--- src/rtl/fsqrt_pkg.sv ---
package fsqrt_pkg;
  localparam int EXP_W    = 8;
  localparam int FRAC_W   = 23;
  localparam int EXP_BIAS = 127;

  // Gain removal: 2^26 / (2 * K_hyp), applied as (x * K) >> 23
  localparam int GAIN_W     = 26;
  localparam int GAIN_SHIFT = 23;
  localparam logic [GAIN_W-1:0] GAIN_K = 26'd40516878;

  typedef enum logic [1:0] {
    PH_IDLE,
    PH_ROT,
    PH_SCALE,
    PH_HOLD
  } phase_e;

  // Shift index of micro-rotation k: 1,2,3,4,4,5,...,13,13,14,...
  function automatic int shift_of(input int k);
    if (k < 4)       return k + 1;
    else if (k < 14) return k;
    else             return k - 1;
  endfunction
endpackage

--- src/rtl/fsqrt_unpack.sv ---
module fsqrt_unpack
  import fsqrt_pkg::*;
#(
  parameter int GUARD = 3
) (
  input  logic [30:0]                  word,
  output logic signed [FRAC_W+GUARD+4:0] x_seed,
  output logic signed [FRAC_W+GUARD+4:0] y_seed,
  output logic [EXP_W:0]               exp_half
);
  localparam int F = FRAC_W + GUARD;
  localparam int W = F + 5;

  logic [FRAC_W:0] sig;
  logic [W-1:0]    mant;
  logic [W-1:0]    one_fix;

  assign sig     = {1'b1, word[FRAC_W-1:0]};
  assign one_fix = W'(1) << F;

  // Odd biased exponent: significand in [1,2); even: doubled into [2,4)
  assign mant = word[FRAC_W] ? (W'(sig) << GUARD) : (W'(sig) << (GUARD + 1));

  assign x_seed   = $signed(mant + one_fix);
  assign y_seed   = $signed(mant - one_fix);
  assign exp_half = ({1'b0, word[30:FRAC_W]} + (EXP_W+1)'(EXP_BIAS)) >> 1;
endmodule

--- src/rtl/fsqrt_rotate.sv ---
module fsqrt_rotate #(
  parameter int W    = 31,
  parameter int SH_W = 5
) (
  input  logic signed [W-1:0] x_in,
  input  logic signed [W-1:0] y_in,
  input  logic [SH_W-1:0]     sh,
  output logic signed [W-1:0] x_out,
  output logic signed [W-1:0] y_out
);
  logic signed [W-1:0] xs, ys;

  assign xs = x_in >>> sh;
  assign ys = y_in >>> sh;

  // Hyperbolic vectoring: rotate so that y moves towards zero
  always_comb begin
    if (!y_in[W-1]) begin
      x_out = x_in - ys;
      y_out = y_in - xs;
    end else begin
      x_out = x_in + ys;
      y_out = y_in + xs;
    end
  end
endmodule

--- src/rtl/fsqrt_pack.sv ---
module fsqrt_pack
  import fsqrt_pkg::*;
#(
  parameter int F = 26,
  parameter int W = 31
) (
  input  logic signed [W-1:0] x_fin,
  input  logic [EXP_W:0]      exp_half,
  output logic [31:0]         word
);
  localparam int PW = W + GAIN_W;
  localparam int RW = F + 5;

  logic [PW-1:0]     prod;
  logic [RW-1:0]     r;
  logic [EXP_W:0]    e_out;
  logic [FRAC_W-1:0] frac;

  assign prod = PW'($unsigned(x_fin)) * PW'(GAIN_K);
  assign r    = RW'(prod >> GAIN_SHIFT);

  // Nominal leading one at F+3; CORDIC error can move it by one place
  always_comb begin
    if (r[F+4]) begin
      e_out = exp_half + 1'b1;
      frac  = FRAC_W'(r >> (F - 19));
    end else if (r[F+3]) begin
      e_out = exp_half;
      frac  = FRAC_W'(r >> (F - 20));
    end else begin
      e_out = exp_half - 1'b1;
      frac  = FRAC_W'(r >> (F - 21));
    end
  end

  assign word = {1'b0, EXP_W'(e_out), frac};
endmodule

--- src/rtl/fsqrt_cordic.sv ---
module fsqrt_cordic
  import fsqrt_pkg::*;
#(
  parameter int GUARD = 3,
  parameter int LAST  = 28   // last shift index, must be at least 14
) (
  input  logic        clk,
  input  logic        rst_n,
  input  logic        in_valid,
  output logic        in_ready,
  input  logic [31:0] in_data,
  output logic        out_valid,
  input  logic        out_ready,
  output logic [31:0] out_data,
  output logic        busy
);
  localparam int F     = FRAC_W + GUARD;
  localparam int W     = F + 5;
  localparam int NITER = LAST + 2;
  localparam int CW    = $clog2(NITER);
  localparam int SH_W  = $clog2(LAST + 1);

  phase_e              phase;
  logic signed [W-1:0] x_q, y_q, x_seed, y_seed, x_nx, y_nx;
  logic [EXP_W:0]      exp_q, exp_seed;
  logic [CW-1:0]       k_q;
  logic [SH_W-1:0]     sh;
  logic [31:0]         res_q, res_nx;

  fsqrt_unpack #(.GUARD(GUARD)) u_unpack (
    .word    (in_data[30:0]),
    .x_seed  (x_seed),
    .y_seed  (y_seed),
    .exp_half(exp_seed)
  );

  assign sh = SH_W'(shift_of(int'(k_q)));

  fsqrt_rotate #(.W(W), .SH_W(SH_W)) u_rot (
    .x_in (x_q),
    .y_in (y_q),
    .sh   (sh),
    .x_out(x_nx),
    .y_out(y_nx)
  );

  fsqrt_pack #(.F(F), .W(W)) u_pack (
    .x_fin   (x_q),
    .exp_half(exp_q),
    .word    (res_nx)
  );

  always_ff @(posedge clk or negedge rst_n) begin
    if (!rst_n) begin
      phase <= PH_IDLE;
      x_q   <= '0;
      y_q   <= '0;
      exp_q <= '0;
      k_q   <= '0;
      res_q <= '0;
    end else begin
      unique case (phase)
        PH_IDLE: if (in_valid) begin
          x_q   <= x_seed;
          y_q   <= y_seed;
          exp_q <= exp_seed;
          k_q   <= '0;
          phase <= PH_ROT;
        end
        PH_ROT: begin
          x_q <= x_nx;
          y_q <= y_nx;
          if (k_q == CW'(NITER - 1)) phase <= PH_SCALE;
          else                       k_q   <= k_q + 1'b1;
        end
        PH_SCALE: begin
          res_q <= res_nx;
          phase <= PH_HOLD;
        end
        PH_HOLD: if (out_ready) phase <= PH_IDLE;
        default: phase <= PH_IDLE;
      endcase
    end
  end

  assign in_ready  = (phase == PH_IDLE);
  assign out_valid = (phase == PH_HOLD);
  assign busy      = (phase == PH_ROT) || (phase == PH_SCALE);
  assign out_data  = res_q;
endmodule

--- config.mk ---
export PLATFORM = sky130hd
export DESIGN_NAME = fsqrt_cordic
export DESIGN_NICKNAME = d
export VERILOG_FILES = /design/src/rtl/fsqrt_pkg.sv /design/src/rtl/fsqrt_unpack.sv /design/src/rtl/fsqrt_rotate.sv /design/src/rtl/fsqrt_pack.sv /design/src/rtl/fsqrt_cordic.sv
export SDC_FILE = /design/constraint.sdc
export NUM_CORES = 2
export LEC_CHECK = 0
export BUFFER_PORTS_ARGS = -buffer_cell sky130_fd_sc_hd__buf_2
export CAP_MARGIN = 20
export CORE_MARGIN = 10
export CORE_UTILIZATION = 57
export DETAILED_ROUTE_END_ITERATION = 16
export GPL_TIMING_DRIVEN = 0
export PLACE_DENSITY = 0.77
export SYNTH_ARGS = -nofsm -noshare
export SYNTH_HDL_FRONTEND = slang
export SYNTH_SLANG_ARGS = --single-unit
--- constraint.sdc ---
create_clock -name clk -period 10.5 [get_ports clk]
set_clock_uncertainty 0.15 [all_clocks]
set_input_delay 2.1 -clock clk [delete_from_list [all_inputs] [get_ports clk]]
set_output_delay 2.1 -clock clk [all_outputs]
set_load 0.01 [all_outputs]
==> metrics.csv <==
stage,metric,value,unit
grt,antenna_found_initial,3,
synthesis,muxShareOfSynthArea,0.0562,
synthesis,synth_common_cells,"inv_1, ha_1, fa_1",
synthesis,synth_compound_area_frac,0.203,
routing,vias,27500,
clock_tree,clk_latency,370,ps
synthesis,ys_seq_area_frac,0.0963,
synthesis,synth_top_family_by_area,adder cells,
timing,slew_headroom,0.0706,
synthesis,postSynthAreaPerCell,8.35,um2
floorplanning,initial_utilization,0.574,
clock_tree,clkTransAtPathRegs,80,ps
synthesis,synth_edf_count,0,
grt,grt_pass1_wl,167000,um
timing,finalCritPeriodShare,0.957,
timing,timing.fmax,99.5,MHz
routing,routed_via_density,6.67,
synthesis,yosysWarnings,0,
synthesis,synthCells,3359,
grt,grt_max_degree,67,
routing,drc_errors,0,
placed_design,dp_hpwl,92100,um
timing,finalWorstSetupSlack,450,ps
clock_tree,cts.sinks,108,
layout,multi_input_area,22800,um2
placed_design,dp_worst_setup_slack,242,ps
layout,final_area,29800,um2
synthesis,synth_top_area_frac,0.211,
floorplanning,die_y,242,um
synthesis,netlist_area,28100,um2
layout,finalNetCount,4138,
timing,maxSlewViolCount,0,
timing,finalSetupViolations,0,
min_path,hp-class,reg -> reg,
clock_tree,clock_tree.root_cell,clkbuf_16,
placed_design,placedInstanceArea,29300,um2
layout,regArea,2700,um2
grt,grt_overflow_total,0,
floorplanning,fp-row-count,81,
grt,grt_pass1_vias,26500,
layout,fillers,4413,
floorplanning,design.die.area,58500,um2
clock_tree,cts_buffers,9,
routing,wl_per_cell,27.6,um
clock_tree,h-tree-depth,3,
routing,first_iter_violations,3835,
floorplanning,ios,71,
critical_path,cp_slowest_stage_delay,590,ps
synthesis,synthArstFlopShare,1.00,
clock_tree,clockBufferDepth,2,
critical_path,cp_max_fo,10,
floorplanning,die_w,242,um
synthesis,synthTopCellsByArea,"fa_1, ha_1, dfrtp_1",
synthesis,yosys.cell_count.top_type,inv_1,
critical_path,end_kind,register,
run_status,status,finished clean,
routing,ant_nets,0,
placed_design,globalplace.congestion,1.12,
synthesis,synth_adder_area_share,0.371,
clock_tree,postCtsSetupBuffers,0,
clock_tree,ctsResizeCount,0,
synthesis,mappedNetlistNets,4050,
synthesis,synthFlopType,dfrtp_1,
timing,worstMarginPinSlew,1390,ps
timing,rsz0062_at_grt,no,
timing,fin_crit,10050,ps
synthesis,synth_xor_area_frac,0.0451,
synthesis,synthSimpleGateAreaFrac,0.135,
critical_path,worstPathRequired,10590,ps
timing,setup_tns,0,ps
timing,hold_viol,0,
critical_path,path_class,reg -> reg,
critical_path,rrSetupSlack,450,ps
floorplanning,coreArea,48800,um2
clock_tree,hold_buffers,0,
layout,drive_gt1_frac,0.0660,
routing,dr.pass1.iters,9,
synthesis,yosysTopAreaCell,fa_1,
critical_path,cp_slowest_cell,o31ai_1,
synthesis,ys_types,103,
critical_path,cp_data_arrival_time,10140,ps
critical_path,start_kind,register,
synthesis,ys_ff_latch,108,
placed_design,port_buffers,67,
layout,diodes,0,
flow_run,maxCapViolCount,0,
layout,area_growth,6.24,%
routing,drt_wl_total,114000,um
clock_tree,cts_tree,yes,
grt,grtUsageTotal,0.375,
## per-stage QoR
stage | util | hold slack [ps] | cells
2_1_floorplan | - | 319 | 3359
3_3_place_gp | 0.598 | 337 | 4090
3_5_place_dp | 0.600 | 341 | 4094
4_1_cts | 0.607 | 363 | 4110
5_1_grt | 0.610 | 379 | 4116
6_report | 0.610 | 354 | 4116
## sequential cells by signal (all words and copies together) (netlist names)
signal    cells
y_q          31
k_q           5
exp_q         8
x_q          31
phase         2
out_data     31
## cell type report
type / count / share of cell area
Timing Repair Buffer: 78 / 0.0194
Inverter: 503 / 0.0634
Tap cell: 664 / 0.0279
Clock inverter: 6 / 0.00294
Multi-Input combinational cell: 2588 / 0.764
Sequential cell: 108 / 0.0907
Clock buffer: 10 / 0.00768
Buffer: 159 / 0.0243
## kinds of logic after synthesis
| family | after synthesis |
|---|---|
| AOI/OAI and AO/OA | 863 |
| and+or+nand+nor | 786 |
| buffers and inverters | 663 |
| adders and majority gates | 655 |
| xor gates and xnor gates | 143 |
| muxes | 140 |
| DFF | 108 |
| other | 1 |
## path summary, 6_finish.rpt
kind                               from            to  cells after the start
min in group asynchronous         rst_n       y_q[22]                      1
hold / removal             out_data[28]  out_data[28]                      1
setup / recovery                 k_q[0]       x_q[30]                     30
max in group asynchronous         rst_n   out_data[7]                      2
setup reg to reg                 k_q[0]       x_q[30]                     30
hold reg to reg            out_data[28]  out_data[28]                      1
## critical path, delay by kind of cell, from the launching register on
| family | cells | cell delay, ps |
|---|---|---|
| AO/OA/AOI/OAI | 15 | 4830 |
| AND/OR/NAND/NOR | 5 | 1110 |
| flip-flops | 1 | 380 |
| buffers and inverters | 7 | 2380 |
| XOR/XNOR | 1 | 310 |
| adder cells (fa/ha/maj) | 2 | 740 |
## routing by layer
metal	global-route usage	vias to the layer above	part of all wire
met4	0.172	2	0.056
met5	0	-	0.000097
met1	0.504	13300	0.40
li1	-	11900	-
met3	0.132	425	0.14
met2	0.532	1877	0.40
## cells in the final DEF (no fill, tap or decap), drive strengths merged, types with 59 or more instances in the layout
cell type / instances
clkbuf: 109
xnor2: 78
o21ai: 173
inv: 503
a21oi: 223
ha: 359
nand2b: 63
nand3: 113
nor3: 59
a22oi: 62
nand2: 217
xor2: 64
nor2: 216
buf: 138
fa: 296
a211oi: 69
mux2i: 100
dfrtp: 108
Power is left out: the tool's default activity adds up to more than one toggle a clock period on the data nets, which glitch-free logic cannot reach.
